[src/rtl/dma_chan_pkg.sv]
package dma_chan_pkg;
  localparam int NUM_EVT  = 3;
  localparam int EVT_HALF = 0;
  localparam int EVT_DONE = 1;
  localparam int EVT_ERR  = 2;
  typedef logic [NUM_EVT-1:0] evt_vec_t;
endpackage

[src/rtl/dma_chan_counter.sv]
module dma_chan_counter #(
  parameter int CNT_W = 16
) (
  input  logic             clk_i,
  input  logic             rst_ni,
  input  logic             load_i,
  input  logic [CNT_W-1:0] load_val_i,
  input  logic             dec_i,
  input  logic             circ_i,
  output logic [CNT_W-1:0] remain_o,
  output logic             half_hit_o,
  output logic             zero_hit_o
);
  logic [CNT_W-1:0] reload_q, remain_q, next_cnt, half_pt;

  assign next_cnt   = remain_q - CNT_W'(1);
  assign half_pt    = reload_q >> 1;
  assign half_hit_o = dec_i && (next_cnt == half_pt);
  assign zero_hit_o = dec_i && (next_cnt == '0);
  assign remain_o   = remain_q;

  always_ff @(posedge clk_i or negedge rst_ni) begin
    if (!rst_ni) begin
      reload_q <= '0;
      remain_q <= '0;
    end else if (load_i) begin
      reload_q <= load_val_i;
      remain_q <= load_val_i;
    end else if (dec_i) begin
      remain_q <= (zero_hit_o && circ_i) ? reload_q : next_cnt;
    end
  end

  // never count below zero
  a_r3_no_underflow: assert property (@(posedge clk_i) disable iff (!rst_ni)
    dec_i |-> remain_q != '0);
  a_r3_hold_idle: assert property (@(posedge clk_i) disable iff (!rst_ni)
    (!load_i && !dec_i) |=> $stable(remain_q));
endmodule

[src/rtl/dma_chan_flags.sv]
module dma_chan_flags
  import dma_chan_pkg::*;
(
  input  logic     clk_i,
  input  logic     rst_ni,
  input  evt_vec_t set_i,
  input  evt_vec_t clr_i,
  input  evt_vec_t ie_i,
  output evt_vec_t flags_o,
  output logic     irq_o
);
  evt_vec_t flag_q;

  for (genvar i = 0; i < NUM_EVT; i++) begin : g_flag
    always_ff @(posedge clk_i or negedge rst_ni) begin
      if (!rst_ni)       flag_q[i] <= 1'b0;
      else if (set_i[i]) flag_q[i] <= 1'b1;  // set beats clear
      else if (clr_i[i]) flag_q[i] <= 1'b0;
    end

    // set wins over clear; untouched flags hold
    a_r8_set_wins: assert property (@(posedge clk_i) disable iff (!rst_ni)
      set_i[i] |=> flag_q[i]);
    a_r8_sticky: assert property (@(posedge clk_i) disable iff (!rst_ni)
      (!set_i[i] && !clr_i[i]) |=> $stable(flag_q[i]));
  end

  assign flags_o = flag_q;
  assign irq_o   = |(flag_q & ie_i);
endmodule

[src/rtl/dma_chan_ctrl.sv]
module dma_chan_ctrl
  import dma_chan_pkg::*;
#(
  parameter int CNT_W = 16
) (
  input  logic               clk_i,
  input  logic               rst_ni,
  input  logic               cfg_we_i,
  input  logic               cfg_en_i,
  input  logic               cfg_circ_i,
  input  logic [NUM_EVT-1:0] cfg_ie_i,
  input  logic [CNT_W-1:0]   cfg_count_i,
  input  logic [NUM_EVT-1:0] flag_clr_i,
  input  logic               beat_done_i,
  input  logic               bus_err_i,
  output logic               active_o,
  output logic [NUM_EVT-1:0] flags_o,
  output logic [CNT_W-1:0]   remain_o,
  output logic               irq_o
);
  logic     en_q, circ_q;
  evt_vec_t ie_q, evt_set;
  logic     beat_acc, err_evt, half_hit, zero_hit;

  assign err_evt  = en_q && bus_err_i && !cfg_we_i;
  assign beat_acc = en_q && beat_done_i && !bus_err_i && !cfg_we_i;

  always_ff @(posedge clk_i or negedge rst_ni) begin
    if (!rst_ni) begin
      en_q   <= 1'b0;
      circ_q <= 1'b0;
      ie_q   <= '0;
    end else if (cfg_we_i) begin
      en_q   <= cfg_en_i && (cfg_count_i != '0);
      circ_q <= cfg_circ_i;
      ie_q   <= cfg_ie_i;
    end else if (err_evt) begin
      en_q <= 1'b0;
    end else if (zero_hit && !circ_q) begin
      en_q <= 1'b0;
    end
  end

  dma_chan_counter #(.CNT_W(CNT_W)) u_counter (
    .clk_i      (clk_i),
    .rst_ni     (rst_ni),
    .load_i     (cfg_we_i),
    .load_val_i (cfg_count_i),
    .dec_i      (beat_acc),
    .circ_i     (circ_q),
    .remain_o   (remain_o),
    .half_hit_o (half_hit),
    .zero_hit_o (zero_hit)
  );

  always_comb begin
    evt_set           = '0;
    evt_set[EVT_HALF] = half_hit;
    evt_set[EVT_DONE] = zero_hit;
    evt_set[EVT_ERR]  = err_evt;
  end

  dma_chan_flags u_flags (
    .clk_i   (clk_i),
    .rst_ni  (rst_ni),
    .set_i   (evt_set),
    .clr_i   (flag_clr_i),
    .ie_i    (ie_q),
    .flags_o (flags_o),
    .irq_o   (irq_o)
  );

  assign active_o = en_q;

  // an error on an active channel stops it and records the error
  a_r7_err_stops: assert property (@(posedge clk_i) disable iff (!rst_ni)
    (active_o && bus_err_i && !cfg_we_i) |=> (!active_o && flags_o[EVT_ERR]));
  // idle channel ignores beats
  a_r3_idle_ignored: assert property (@(posedge clk_i) disable iff (!rst_ni)
    (!active_o && !cfg_we_i) |=> $stable(remain_o));
  // zero count never enables
  a_r2_zero_count: assert property (@(posedge clk_i) disable iff (!rst_ni)
    (cfg_we_i && cfg_count_i == '0) |=> !active_o);
endmodule

[config.mk]
export PLATFORM = sky130hd
export DESIGN_NAME = dma_chan_ctrl
export DESIGN_NICKNAME = d
export VERILOG_FILES = /design/src/rtl/dma_chan_pkg.sv /design/src/rtl/dma_chan_counter.sv /design/src/rtl/dma_chan_flags.sv /design/src/rtl/dma_chan_ctrl.sv
export SDC_FILE = /design/constraint.sdc
export NUM_CORES = 1
export LEC_CHECK = 0
export ABC_AREA = 1
export BUFFER_PORTS_ARGS = -buffer_cell sky130_fd_sc_hd__clkbuf_2
export CAP_MARGIN = 10
export CORE_UTILIZATION = 53
export DETAILED_ROUTE_END_ITERATION = 16
export PLACE_DENSITY = 0.86
export SYNTH_ARGS = -nofsm -noshare
export SYNTH_HDL_FRONTEND = slang
export SYNTH_HIERARCHICAL = 1
export SYNTH_SLANG_ARGS = --single-unit
export TNS_END_PERCENT = 5
[constraint.sdc]
create_clock -name clk_i -period 2.7 [get_ports clk_i]
set_input_delay 0.135 -clock clk_i [delete_from_list [all_inputs] [get_ports clk_i]]
set_output_delay 0.135 -clock clk_i [all_outputs]
set_load 0.05 [all_outputs]
==> results.cfg <==
[power]
switching_share_pct = 37.7
ir_drop_v = 0.000366
p_seq_share_pct = 42.4
p_per_area_mw_per_mm2 = 551
power.switching_uw = 649
power.leakage_nw = 1.64
power_frac_clock_pct = 29.0
p_int_mw = 1.07
comb_power_share_pct = 28.7

[timing]
hold_ws_ps = -9.64
fin_tns_setup_ps = 0
hold_viol = 8
fmax_mhz = 398
slew-limit-headroom_pct = 32.4
worst_clock_skew_ps = 6.35
timing.final.crit_share_pct = 93.1
tightest_slew_ps = 1010
setup_viol = 0
slew_viol_final = 0
rsz0062_at_grt = no
min_period_ps = 2510

[critical_path]
end_kind = flop
arrival_ps = 2710
cp-start-kind = flop
critPathMaxFanout = 25
cp.required_ps = 2890
path_class = reg2reg
r2r_cells = 14

[drt]
wl_um = 7160
drc = 0
drt-pass1-iter-count = 5
drt_iter0_markers = 309
routedWlPerCell_um = 14.4
routed_via_density = 5.50
routed-via-count = 2743
wl_met1_um = 3210
antenna_left = 0
met2_length_um = 3280
wl_met3_um = 528
top_layer = met4

[grt]
first_global_vias = 2581
grt_max_degree = 44
grt_usage_pct = 29.3
antenna_found_initial = 0
grt_pass1_wl_um = 11800
grt_overflow = 0

[logic_synthesis]
synth.area.top_cells = dfrtp_1 37%, nand2_1 15%, inv_1 6.2%, nor2_1 5.8%, o21ai_0 3.5%
synth.top_cell.area_share_pct = 37.0
ys_warn_count = 6
yosysMostFrequentCell = nand2_1
yosys.area.top_type = dfrtp_1
synthTopCellsByCount = 107 x nand2_1, 45 x inv_1, 42 x nor2_1
ys_ff_latch = 40
yosysUniqueCellTypes = 33
synth_area_mm2 = 0.00270
ys.flop_type = dfrtp_1
synth_nets = 411
async_reset_ff_share_pct = 100
synth_edf_count = 0
syn_area_per_cell_um2 = 7.12
synth-seq-area-share_pct = 37.0
syn_inst = 380

[place]
placedCellCount = 490
gp_congestion = 0.995
io_buffers = 49
dpl.hpwl_um = 5320

[cts]
cts_tree = yes
post-cts-setup-buffer-count = 0
cts.sinks = 40
cts_root_buffer = clkbuf_8
cts_buffer_depth = 2
htreeDepth = 2
worst_skew_pair.late_latency_ps = 300
clk_pin_slew_ps = 80
numCtsBuffers = 5

[floorplan]
die_h_um = 73.4
rows = 25
core_mm2 = 0.00482
die_w_um = 73.4
fp.dieArea_mm2 = 0.00539
ios = 50
floorplan.initialDensity_pct = 56.1

[layout]
n_fill_cell = 465
insertedDiodeCount = 0
drive_above_1_share_pct = 21.8
num-nets-final = 462
multiInputGateArea_mm2 = 0.00145
stdcell_count = 499
utilization_pct = 64.7
ff_latch_area_mm2 = 0.00100
area_delta_synth_final_pct = 15.3

[outcome]
violations = hold timing
outcome = complete, but fails checks

[worst_hold_path]
hp-class = in2async

[run]
drv_cap = 0
power groups by stage:
stage	Clock [mW]	Sequential, mW	Combinational (mW)
2_1_floorplan	0	0.822	0.253
3_3_place_gp	0	0.736	0.472
3_5_place_dp	0	0.738	0.481
4_1_cts	0.503	0.727	0.486
5_1_grt	0.522	0.736	0.539
6_report	0.498	0.728	0.492
state kept, by name, indices dropped and copies added, names as in the netlist:
signal,flops
u_counter/reload_q,16
u_counter/remain_o,16
ie_q,3
u_flags/flags_o,3
active_o,1
circ_q,1
critical path, stage by stage (launching register included):
cell and delay, ps:
dfrtp_1 360, inv_1 50, nor2_1 120, inv_1 70
nor2_1 270, nand2_1 110, nand3b_1 170, nor2_1 160
nand2_2 90, nor2_4 140, nand2_4 80, nor2_8 160
nand3_4 260, o211ai_1 270, nand2_1 80
cell families after synthesis:
| family | share of synthesized area [%] |
|---|---|
| AOI/OAI and AO/OA | 14.7 |
| buffers and inverters | 9.30 |
| xor gates and xnor gates | 1.30 |
| adders and majority gates | 0.925 |
| DFF | 37.0 |
| muxes | 1.67 |
| and+or+nand+nor | 35.1 |
through the flow:
| stage | total power [mW] | setup slack [ps] | cell area (um2) |
|---|---|---|---|
| finish | 1.72 | 185 | 3120 |
| CTS | 1.72 | 242 | 3110 |
| detailed placement | 1.22 | 273 | 3000 |
| global route | 1.80 | 2.71 | 3120 |
| floorplan | 1.08 | 259 | 2700 |
| global placement | 1.21 | 367 | 3000 |
layout make-up:
| class | count | area share, % |
|---|---|---|
| clock buffer | 5 | 2.21 |
| clock inverter | 3 | 1.36 |
| inverter | 53 | 6.38 |
| multi-input combinational | 279 | 46.6 |
| sequential | 40 | 32.1 |
| tap | 67 | 2.69 |
| timing repair buffer | 52 | 8.67 |
routing by layer:
| metal | vias to the layer above | track usage [%] |
|---|---|---|
| li1 | 1319 | - |
| met1 | 1285 | 38.7 |
| met2 | 121 | 46.6 |
| met3 | 18 | 7.13 |
| met4 | 0 | 10.9 |
| met5 | - | 0 |
path summary, 6_finish.rpt:
check	from	slack (ps)	to
worst max-delay path	active_o	190	u_counter/remain_o[4]
worst min register to register	u_counter/reload_q[0]	490	u_counter/reload_q[0]
worst max register to register	active_o	190	u_counter/remain_o[4]
worst min-delay path	rst_ni	-10	ie_q[0]
max in group asynchronous	rst_ni	2080	u_counter/remain_o[0]
min in group clk_i	flag_clr_i[1]	10	u_flags/flags_o[1]
cell usage in the layout, fill, tap and decap left out, types with 7 or more instances in the layout:
cell / instances
a21oi_1: 16
nand4_1: 9
o21ai_0: 19
nor2_1: 42
a21boi_0: 10
dfrtp_1: 40
nand3_1: 18
o21ai_1: 7
inv_1: 45
clkbuf_2: 49
nand2_1: 107
repair_timing:
action | in CTS | in global routing
hold buffers | 0 | 1
gates resized for setup | 0 | 0
endpoints found under the hold margin | 0 | 1
(Power assumes the default switching activity.)
